**src/rtl/aes_ks_pkg.sv**
```systemverilog
package aes_ks_pkg;

  localparam int ADDR_W = 4;
  localparam int RCIDX_W = 4;

  typedef struct packed {
    logic              load;
    logic              gen;
    logic              wr;
    logic [ADDR_W-1:0] wrAddr;
    logic              rotSub;
    logic              subOnly;
    logic [RCIDX_W-1:0] rconIdx;
  } ksCtrl_t;

  function automatic logic [7:0] xtime(input logic [7:0] a);
    return {a[6:0], 1'b0} ^ (a[7] ? 8'h1b : 8'h00);
  endfunction

  function automatic logic [7:0] gfMul(input logic [7:0] a, input logic [7:0] b);
    logic [7:0] acc;
    logic [7:0] p;
    acc = 8'h00;
    p = a;
    for (int k = 0; k < 8; k++) begin
      if (b[k]) acc = acc ^ p;
      p = xtime(p);
    end
    return acc;
  endfunction

  // Multiplicative inverse via a^254, then the affine map.
  function automatic logic [7:0] sboxByte(input logic [7:0] a);
    logic [7:0] inv;
    logic [7:0] p;
    logic [7:0] r;
    inv = 8'h01;
    p = a;
    for (int k = 0; k < 8; k++) begin
      if (((254 >> k) & 1) == 1) inv = gfMul(inv, p);
      p = gfMul(p, p);
    end
    r = inv ^ {inv[6:0], inv[7]} ^ {inv[5:0], inv[7:6]}
            ^ {inv[4:0], inv[7:5]} ^ {inv[3:0], inv[7:4]} ^ 8'h63;
    return r;
  endfunction

  function automatic logic [31:0] subWord(input logic [31:0] w);
    return {sboxByte(w[31:24]), sboxByte(w[23:16]), sboxByte(w[15:8]), sboxByte(w[7:0])};
  endfunction

  function automatic logic [7:0] rconByte(input logic [RCIDX_W-1:0] idx);
    logic [7:0] r;
    r = 8'h01;
    for (int k = 1; k < (1 << RCIDX_W); k++) begin
      if (k < int'(idx)) r = xtime(r);
    end
    return r;
  endfunction

endpackage

```
**src/rtl/ks_ctrl.sv**
```systemverilog
module ks_ctrl
  import aes_ks_pkg::*;
#(
  parameter int NK = 8,
  parameter int NR = 14
) (
  input  logic    clk,
  input  logic    rstN,
  input  logic    keySegValid,
  input  logic    keyLoaded,
  output ksCtrl_t ctl,
  output logic    keysReady
);

  localparam int LAST  = NK + 4 * NR;
  localparam int CNT_W = $clog2(LAST + 1);

  typedef enum logic {ST_IDLE, ST_RUN} state_t;

  state_t           st;
  logic [CNT_W-1:0] cnt;
  logic [CNT_W-1:0] offs;
  logic [CNT_W-1:0] phase;

  always_ff @(posedge clk or negedge rstN) begin
    if (!rstN) begin
      st        <= ST_IDLE;
      cnt       <= '0;
      keysReady <= 1'b0;
    end else if (keySegValid) begin
      st        <= ST_IDLE;
      keysReady <= 1'b0;
    end else if (keyLoaded) begin
      st        <= ST_RUN;
      cnt       <= CNT_W'(NK);
      keysReady <= 1'b0;
    end else if (st == ST_RUN) begin
      cnt <= cnt + 1'b1;
      if (cnt == CNT_W'(LAST)) begin
        st        <= ST_IDLE;
        keysReady <= 1'b1;
      end
    end
  end

  always_comb begin
    offs        = cnt - CNT_W'(NK);
    phase       = cnt % CNT_W'(NK);
    ctl.load    = keySegValid;
    ctl.gen     = (st == ST_RUN) && !keySegValid && !keyLoaded;
    ctl.wr      = ctl.gen && (cnt[1:0] == 2'b00);
    ctl.wrAddr  = offs[ADDR_W+1:2];
    ctl.rotSub  = (phase == '0);
    ctl.subOnly = (NK > 6) && (phase == CNT_W'(4));
    ctl.rconIdx = RCIDX_W'(cnt / CNT_W'(NK));
  end

endmodule

```
**src/rtl/ks_datapath.sv**
```systemverilog
module ks_datapath
  import aes_ks_pkg::*;
#(
  parameter int NK = 8,
  parameter int ENTRIES = 16
) (
  input  logic                clk,
  input  logic                rstN,
  input  ksCtrl_t             ctl,
  input  logic [31:0]         keySegIn,
  input  logic [ADDR_W-1:0]   rdAddr,
  output logic [127:0]        rdData
);

  logic [31:0]  win [NK];
  logic [31:0]  newWord;
  logic [31:0]  shiftIn;
  logic [31:0]  rotated;
  logic [31:0]  mixed;
  logic [31:0]  rcWord;
  logic [127:0] mem [ENTRIES];
  logic         shiftEn;

  always_comb begin
    rotated = ctl.rotSub ? {win[NK-1][23:0], win[NK-1][31:24]} : win[NK-1];
    mixed   = (ctl.rotSub || ctl.subOnly) ? subWord(rotated) : win[NK-1];
    rcWord  = ctl.rotSub ? {rconByte(ctl.rconIdx), 24'h0} : 32'h0;
    newWord = win[0] ^ mixed ^ rcWord;
    shiftIn = ctl.load ? keySegIn : newWord;
    shiftEn = ctl.load || ctl.gen;
  end

  generate
    for (genvar g = 0; g < NK; g++) begin : g_win
      always_ff @(posedge clk or negedge rstN) begin
        if (!rstN) win[g] <= '0;
        else if (shiftEn) begin
          if (g == NK - 1) win[g] <= shiftIn;
          else             win[g] <= win[(g + 1) % NK];
        end
      end
    end
  endgenerate

  always_ff @(posedge clk) begin
    if (ctl.wr) mem[ctl.wrAddr] <= {win[0], win[1], win[2], win[3]};
    rdData <= mem[rdAddr];
  end

endmodule

```
**src/rtl/aes256_key_sched.sv**
```systemverilog
module aes256_key_sched
  import aes_ks_pkg::*;
#(
  parameter int NK = 8,
  parameter int NR = 14
) (
  input  logic        clk,
  input  logic        rstN,
  input  logic [31:0] keySegIn,
  input  logic        keySegValid,
  input  logic        keyLoaded,
  input  logic [3:0]  rdAddr,
  output logic [127:0] rdData,
  output logic        keysReady
);

  localparam int ENTRIES = 1 << ADDR_W;

  ksCtrl_t ctl;

  ks_ctrl #(.NK(NK), .NR(NR)) u_ctrl (
    .clk(clk), .rstN(rstN), .keySegValid(keySegValid), .keyLoaded(keyLoaded),
    .ctl(ctl), .keysReady(keysReady)
  );

  ks_datapath #(.NK(NK), .ENTRIES(ENTRIES)) u_dp (
    .clk(clk), .rstN(rstN), .ctl(ctl), .keySegIn(keySegIn),
    .rdAddr(rdAddr), .rdData(rdData)
  );

endmodule

```
**config.mk**
```make
export PLATFORM = sky130hd
export DESIGN_NAME = aes256_key_sched
export DESIGN_NICKNAME = d
export VERILOG_FILES = /design/src/rtl/aes_ks_pkg.sv /design/src/rtl/ks_ctrl.sv /design/src/rtl/ks_datapath.sv /design/src/rtl/aes256_key_sched.sv
export SDC_FILE = /design/constraint.sdc
export NUM_CORES = 2
export LEC_CHECK = 0
export BUFFER_PORTS_ARGS = -buffer_cell sky130_fd_sc_hd__buf_2
export CAP_MARGIN = 20
export CORE_AREA = 5 5 486 488
export CTS_CLUSTER_DIAMETER = 50
export DETAILED_ROUTE_END_ITERATION = 6
export DIE_AREA = 0 0 491 493
export MAX_ROUTING_LAYER = met4
export PLACE_DENSITY = 0.85
export SLEW_MARGIN = 20
export SYNTH_ARGS = -nofsm -noshare
export SYNTH_HDL_FRONTEND = slang
export SYNTH_SLANG_ARGS = --single-unit
```
**constraint.sdc**
```tcl
create_clock -name clk -period 21.5 [get_ports clk]
set_clock_uncertainty 0.05 [all_clocks]
set_input_delay 2.15 -clock clk [delete_from_list [all_inputs] [get_ports clk]]
set_output_delay 2.15 -clock clk [all_outputs]
set_load 0.02 [all_outputs]
```
## After elaboration in Yosys (flattened, before gate mapping)

Memory sizes are Yosys's and may differ from the RTL's. A register that Yosys moved wholly into a read port is not among the register bits.
Cells that the tools add are included.

| storage, ports and cells | value |
|---|---|
| input port bits | 40 |
| bits in read-only memories | 0 |
| bits in writable memories | 2048 |
| register bits | 265 |
| logic and storage cells | 1691 |
| output and inout port bits | 129 |
| latch bits | 0 |
| memories | 1 |

Memories:

| memory | words | bits a word | read ports | clocked after memory_dff | write ports | line | text |
|---|---|---|---|---|---|---|---|
| u_dp.mem | 16 | 128 | 1 | 1 | 1 | ks_datapath.sv:21 | `logic [127:0] mem [ENTRIES];` |

| cells by class | value |
|---|---|
| bitwise gates (word level) | 792 |
| add/subtract/negate cells | 2 |
| div/mod/pow operators | 0 |
| shifts and indexed selects | 0 |
| reductions and logical operators | 14 |
| equal/unequal tests | 2 |
| $mul | 0 |
| multiplexer cells | 855 |
| order comparisons | 14 |

Operators by type and width:

| operator | count |
|---|---|
| $xor 8x8->8 | 756 |
| $mux 8 | 433 |
| $mux 5 | 381 |
| $mux 32 | 4 |
| $xor 32x32->32 | 2 |
| $mux 7 | 6 |
| $lt 4x4->1 const A | 7 |
| $not 1->1 const A | 28 |
| $mux 6 | 4 |
| $lt 3x4->1 const A | 4 |
| $mux 4 | 4 |
| $not 4->4 | 4 |
| $mux 1 | 14 |
| $mux 3 | 4 |
| $mux 2 | 5 |
| $lt 2x4->1 const A | 2 |
| $xor 3x8->8 | 1 |
| $add 7x1->7 const B | 1 |
| $eq 7x7->1 const B | 1 |
| $logic_not 7->1 | 1 |
| $reduce_bool 3->1 | 2 |
| $sub 6x4->6 const B | 1 |
| $lt 1x4->1 const A | 1 |
| $reduce_and 2->1 | 2 |
| other kinds (7) | 11 |

## Depth between registers and ports, before layout

| depth | value |
|---|---|
| depth in word-level cells | 138 |
| depth in mapped cells | 81 |
| depth with buffers taken out | 61 |

## Hierarchy

From an unflattened synthesis, not the netlist that was laid out.

| second synthesis, totals | value |
|---|---|
| cell total of the unflattened synthesis | 11855 |
| area total of the unflattened synthesis | 148439.9 um2 |

By module, submodules not included:

| module | cells each | times used | seq. area each (um2) | area an instance (um2) |
|---|---|---|---|---|
| ks_datapath | 11794 | 1 | 70467.6 | 147874.3 |
| ks_ctrl | 61 | 1 | 225.2 | 565.5 |

## Worst setup path after synthesis

Ideal clock, no wire load.

| timing | value |
|---|---|
| path kind | reg2reg |
| start point | register u_ctrl.cnt[0] |
| end point | register u_dp.win[25] in the netlist's numbering |
| path slack | 3357 ps |
| data required time | 21316 ps |
| period minus slack after synthesis | 18143 ps |
| data arrival time | 17959 ps |
| stages on the path, launching flop included | 82 |
| buffers on the path | 24 |
| library setup time | 134 ps |
| cell sequence | dfrtp_1 > inv_1 > ha_1 > buf_4 > nand2b_2 > buf_6 > buf_6 > buf_6 > buf_4 > buf_6 > buf_6 > nand2_1 > nand2_1 > ha_1 > clkbuf_1 > xor2_1 > nor2_1 > xnor2_4 > [... 46 more ...] > nor4_1 > o211ai_1 > or3b_1 > and2_1 > clkbuf_1 > a2111o_1 > nand2b_1 > nor4b_1 > or4_1 > a21oi_1 > o21a_1 > clkbuf_1 > nor3_1 > or4_1 > xnor2_1 > xnor3_1 > xnor2_1 > o21ai_1 |

| between the ends | value |
|---|---|
| cells in the longest elaborated chain, start to end | 135 |
| elaborated cells on any way between the ends | 399 |
| classes of those cells | eq/ne: 1; mux: 207; bitwise: 189; reduce/logical: 2 |

Ends and longest elaborated chain:

| what | line | text |
|---|---|---|
| from (decl) | ks_ctrl.sv:21 | `logic [CNT_W-1:0] cnt;` |
| from (signal assigned) | ks_ctrl.sv:35 | `cnt <= CNT_W'(NK);` |
| from (signal assigned) | ks_ctrl.sv:38 | `cnt <= cnt + 1'b1;` |
| $logic_not 7->1 | ks_ctrl.sv:53 | `ctl.rotSub = (phase == '0);` |
| $mux 32 | ks_datapath.sv:25 | `rotated = ctl.rotSub ? {win[NK-1][23:0], win[NK-1][31:24]} : win[NK-1];` |
| $mux 5, or another cell as far along | aes_ks_pkg.sv:17 | `return {a[6:0], 1'b0} ^ (a[7] ? 8'h1b : 8'h00);` |
| $xor 8x8->8, on equally long branches | aes_ks_pkg.sv:17, aes_ks_pkg.sv:26 |  |
| $xor 8x8->8 or $mux 8 (tied branches) | aes_ks_pkg.sv:26 | `if (b[k]) acc = acc ^ p;` |
| $mux 8 or $xor 8x8->8 (tied branches) | aes_ks_pkg.sv:26 |  |
| $xor 8x8->8 or $mux 8 (tied branches) | aes_ks_pkg.sv:26 |  |
| $mux 8 or $xor 8x8->8 (tied branches) | aes_ks_pkg.sv:26 |  |
| [... 117 more ...] | n/a |  |
| $mux 8 | aes_ks_pkg.sv:26 |  |
| $xor 8x8->8 (2 in series) | aes_ks_pkg.sv:43 | `r = inv ^ {inv[6:0], inv[7]} ^ {inv[5:0], inv[7:6]}` |
| $xor 8x8->8 (2 in series) | aes_ks_pkg.sv:44 | `^ {inv[4:0], inv[7:5]} ^ {inv[3:0], inv[7:4]} ^ 8'h63;` |
| $not 4->4 (no source line) | n/a |  |
| $mux 32 | ks_datapath.sv:26 | `mixed = (ctl.rotSub \|\| ctl.subOnly) ? subWord(rotated) : win[NK-1];` |
| $xor 32x32->32 | ks_datapath.sv:28 | `newWord = win[0] ^ mixed ^ rcWord;` |
| $xor 32x32->32 * | ks_datapath.sv:28 |  |
| $mux 32 * | ks_datapath.sv:29 | `shiftIn = ctl.load ? keySegIn : newWord;` |
| to (signal, indexed assignment) | ks_datapath.sv:38 | `if (g == NK - 1) win[g] <= shiftIn;` |
| to (signal, indexed assignment) | ks_datapath.sv:39 | `else win[g] <= win[(g + 1) % NK];` |
| to (decl) | ks_datapath.sv:15 | `logic [31:0] win [NK];` |

Every way passes the cells marked *; elsewhere a longest branch is shown, timed or not.
A chain may end at the register's enable or synchronous reset.

## Final worst setup path

| timing | value |
|---|---|
| start point | register u_ctrl.cnt[0] |
| end point | register u_dp.win[23] in the netlist's numbering |

| between the ends | value |
|---|---|
| cells in the longest elaborated chain, start to end | 134 |
| elaborated cells on any way between the ends | 397 |
| classes of those cells | eq/ne: 1; mux: 206; bitwise: 188; reduce/logical: 2 |

Ends and longest elaborated chain:

| what | line |
|---|---|
| $logic_not 7->1 | ks_ctrl.sv:53 |
| $mux 32 | ks_datapath.sv:25 |
| $mux 5 | aes_ks_pkg.sv:17 |
| $xor 8x8->8 | aes_ks_pkg.sv:17 |
| $xor 8x8->8 | aes_ks_pkg.sv:26 |
| $mux 8 | aes_ks_pkg.sv:26 |
| $xor 8x8->8 | aes_ks_pkg.sv:26 |
| $mux 8 | aes_ks_pkg.sv:26 |
| [... 115 more ...] | n/a |
| $mux 8 | aes_ks_pkg.sv:26 |
| $xor 8x8->8 | aes_ks_pkg.sv:26 |
| $mux 8 | aes_ks_pkg.sv:26 |
| $xor 8x8->8 (2 in series) | aes_ks_pkg.sv:43 |
| $xor 8x8->8 (2 in series) | aes_ks_pkg.sv:44 |
| $mux 32 * | ks_datapath.sv:26 |
| $xor 32x32->32 * (2 in series) | ks_datapath.sv:28 |
| $mux 32 * | ks_datapath.sv:29 |

Marked as above.

==> results.toml <==
[cts]
clockBufferDepth = 3
ctsResizeCount = 0
cts.sinks = 2441
cts_root_buffer = "clkbuf_16"
h-tree-depth = 4
postCtsSetupRepairBufs = 0
path_clk_slew_ns = 0.07
tritoncts = "built"
clk_latency_ns = 0.89
cts-buffers-inserted = 199
ctsHoldBuffers = 0

[sta]
slew_headroom_pct = -0.4465
setup_violations = 0
fmax_ghz = 0.04979
rsz0062_at_grt = "false"
final-hold-violation-count = 0
period_share_pct = 93.41
setup_ws_ns = 1.417
fin_crit_ns = 20.08
setup_tns_ns = 0
finalMaxSlewViolations = 6
tightestPinTransition_ns = 1.507

[synth]
synth_top_area_cell = "edfxtp_1"
synth-async-reset-ratio_pct = 10.86
syn_inst = 12390
synth_top_area_share_pct = 41.16
synth_edf_count = 2048
synth_nets = 12460
ys_dominant_reg_cell = "edfxtp_1"
synth.ff_latch_count = 2441
syn_area_per_cell_sq_um = 12.06
synthTopCellsByArea = "edfxtp_1 41%, xnor2_1 9.3%, mux4_2 9.2%, xnor3_1 5.3%, dfrtp_1 4.4%"
yosys_warnings = 0
synthesis.area_sq_um = 149400
synth.distinct_cells = 128
synth-seq-area-share_pct = 47.31

[grt]
grt_overflow = 0
grt_use_total_pct = 38.11
grt_max_degree = 169
grt_pass1_wl_um = 683800
first_global_vias = 104500
antenna_found_initial = 16

[placed_design]
numPortBuffers = 168
dp_slack_ns = 1.399
place.gp.congestion = 0.9762
hpwl_um = 263000

[die]
rows = 177
die_h_um = 493
ios = 169
die_area_sq_um = 242100
start_util_pct = 64.57
coreArea_sq_um = 231400
fp.dieW_um = 491

[routing]
via_count = 108000
route.met2.wl_um = 222100
wl_met3_um = 50260
drtIter0Drc = 17270
highest_layer = "met4"
post_drt_wl_per_cell_um = 29.54
antenna_left = 0
vias_per_cell = 6.960
wl_um = 458200
drcViolationCount = 14
met1Wirelength_um = 161000
dr.pass1.iters = 7

[setup_path]
slowest_stage = "xnor3_1"
critical_path.endpoint_type = "flop"
path_class = "flop to flop"
critPathMaxFanout = 27
cp.required_ns = 22.20
slowest_delay_ns = 0.81
worst_setup_path_start_kind = "flop"
cpMostUsedCell = "xnor2_1"
worstPathArrival_ns = 20.79

[layout]
final_common_cell = "edfxtp_1"
nets = 12340
syn2layout_area_growth_pct = 7.802
final_cell_mix = "2,048 x edfxtp_1, 1,540 x xnor2_1, 1,514 x nand2_1, 1,112 x nor2_1, 611 x mux4_2"
drive_gt1_share_pct = 14.68
fillCellCount = 14960

[status]
failed_checks = "DRC, slew limit"
outcome = "finished with violations"

[flow_run]
drv_cap = 0

[worst_hold_path]
hold_class = "flop to flop"
[through the flow]
stage	area (sq um)	std cells	hold WS, ns	utilization [%]
finish	161100	15510	0.4235	69.61
global route	161100	15510	0.4373	69.61
CTS	160900	15490	0.4240	69.50
detailed placement	153900	15110	0.4065	66.48
global placement	153800	15110	0.3988	66.48
floorplan	149400	12390	0.3886	-
[metal layers]
| layer | track usage, % | up-vias |
|---|---|---|
| met5 | - | - |
| met4 | 18.28 | 0 |
| met3 | 5.851 | 1422 |
| met2 | 60.52 | 8723 |
| met1 | 48.75 | 52840 |
| li1 | - | 44990 |
[logic make-up (layout without fill, tap and decap cells)]
family	count (synthesis)	after routing	synth area share [%]
compound gates	1925	1925	8.311
xor+xnor	2560	2560	19.72
fa+ha+maj	31	31	0.2495
buf+inv	924	985	2.573
flops	2441	2441	47.31
mux	953	953	11.60
other cells	0	16	0
simple gates	3560	3560	10.24
[area by class of cell]
class	instances	area [sq um]	share of cell area [%]
flip-flops and latches	2441	70690	43.88
well taps	3043	3807	2.364
inverters	118	442.9	0.2750
clock buffers	247	5363	3.329
repair buffers	488	3618	2.246
clock inverters	132	1627	1.010
diodes	16	40.04	0.02485
multi-input cells	9029	75500	46.87
[final timing paths]
kind                                            from                        end  slack (ns)  cells past startpoint
min                         u_dp.win[48]$_DFFE_PN0P_   u_dp.win[48]$_DFFE_PN0P_        0.42                      2
max                        u_ctrl.cnt[0]$_DFFE_PN0P_   u_dp.win[23]$_DFFE_PN0P_        1.42                     58
max in group asynchronous                       rstN  u_dp.win[158]$_DFFE_PN0P_       17.86                      3
min reg2reg                 u_dp.win[48]$_DFFE_PN0P_   u_dp.win[48]$_DFFE_PN0P_        0.42                      2
min in group asynchronous                       rstN  u_dp.win[172]$_DFFE_PN0P_        1.19                      1
max reg2reg                u_ctrl.cnt[0]$_DFFE_PN0P_   u_dp.win[23]$_DFFE_PN0P_        1.42                     58
[synth_stat cells (58+ instances only)]
cell,instances
xnor3_1,351
mux2i_1,269
edfxtp_1,2048
o21ai_0,442
nand2_1,1515
buf_2,133
o211ai_1,84
dfxtp_1,128
nand3_1,208
o22ai_1,117
mux4_2,611
nand2b_1,77
a211oi_1,128
dfrtp_1,265
buf_1,113
nor3_1,213
clkbuf_1,519
inv_1,95
nor2_1,1129
xnor2_1,1587
a21oi_1,511
a31oi_1,71
xnor2_2,93
xor2_1,417
nor2b_1,101
or3_1,58
[flip-flops by register name, indices dropped and copies added (netlist names)]
| signal | cells |
|---|---|
| u_ctrl.keysReady | 1 |
| u_ctrl.st | 1 |
| u_dp.mem | 2048 |
| u_dp.rdData | 128 |
| u_ctrl.cnt | 7 |
| u_dp.win | 256 |
[critical path: cells and delay by family (launching register included)]
family | cells | cell delay, ns
AO/OA/AOI/OAI | 3 | 0.43
XOR/XNOR | 31 | 11.94
adder cells (fa/ha/maj) | 4 | 1.86
buffers and inverters | 6 | 1.82
flip-flops | 1 | 0.42
multiplexers | 3 | 1.10
AND/OR/NAND/NOR | 11 | 2.26
Power is not shown: default switching activity piles up to over one toggle a cycle in this logic, so the estimate is an artifact.
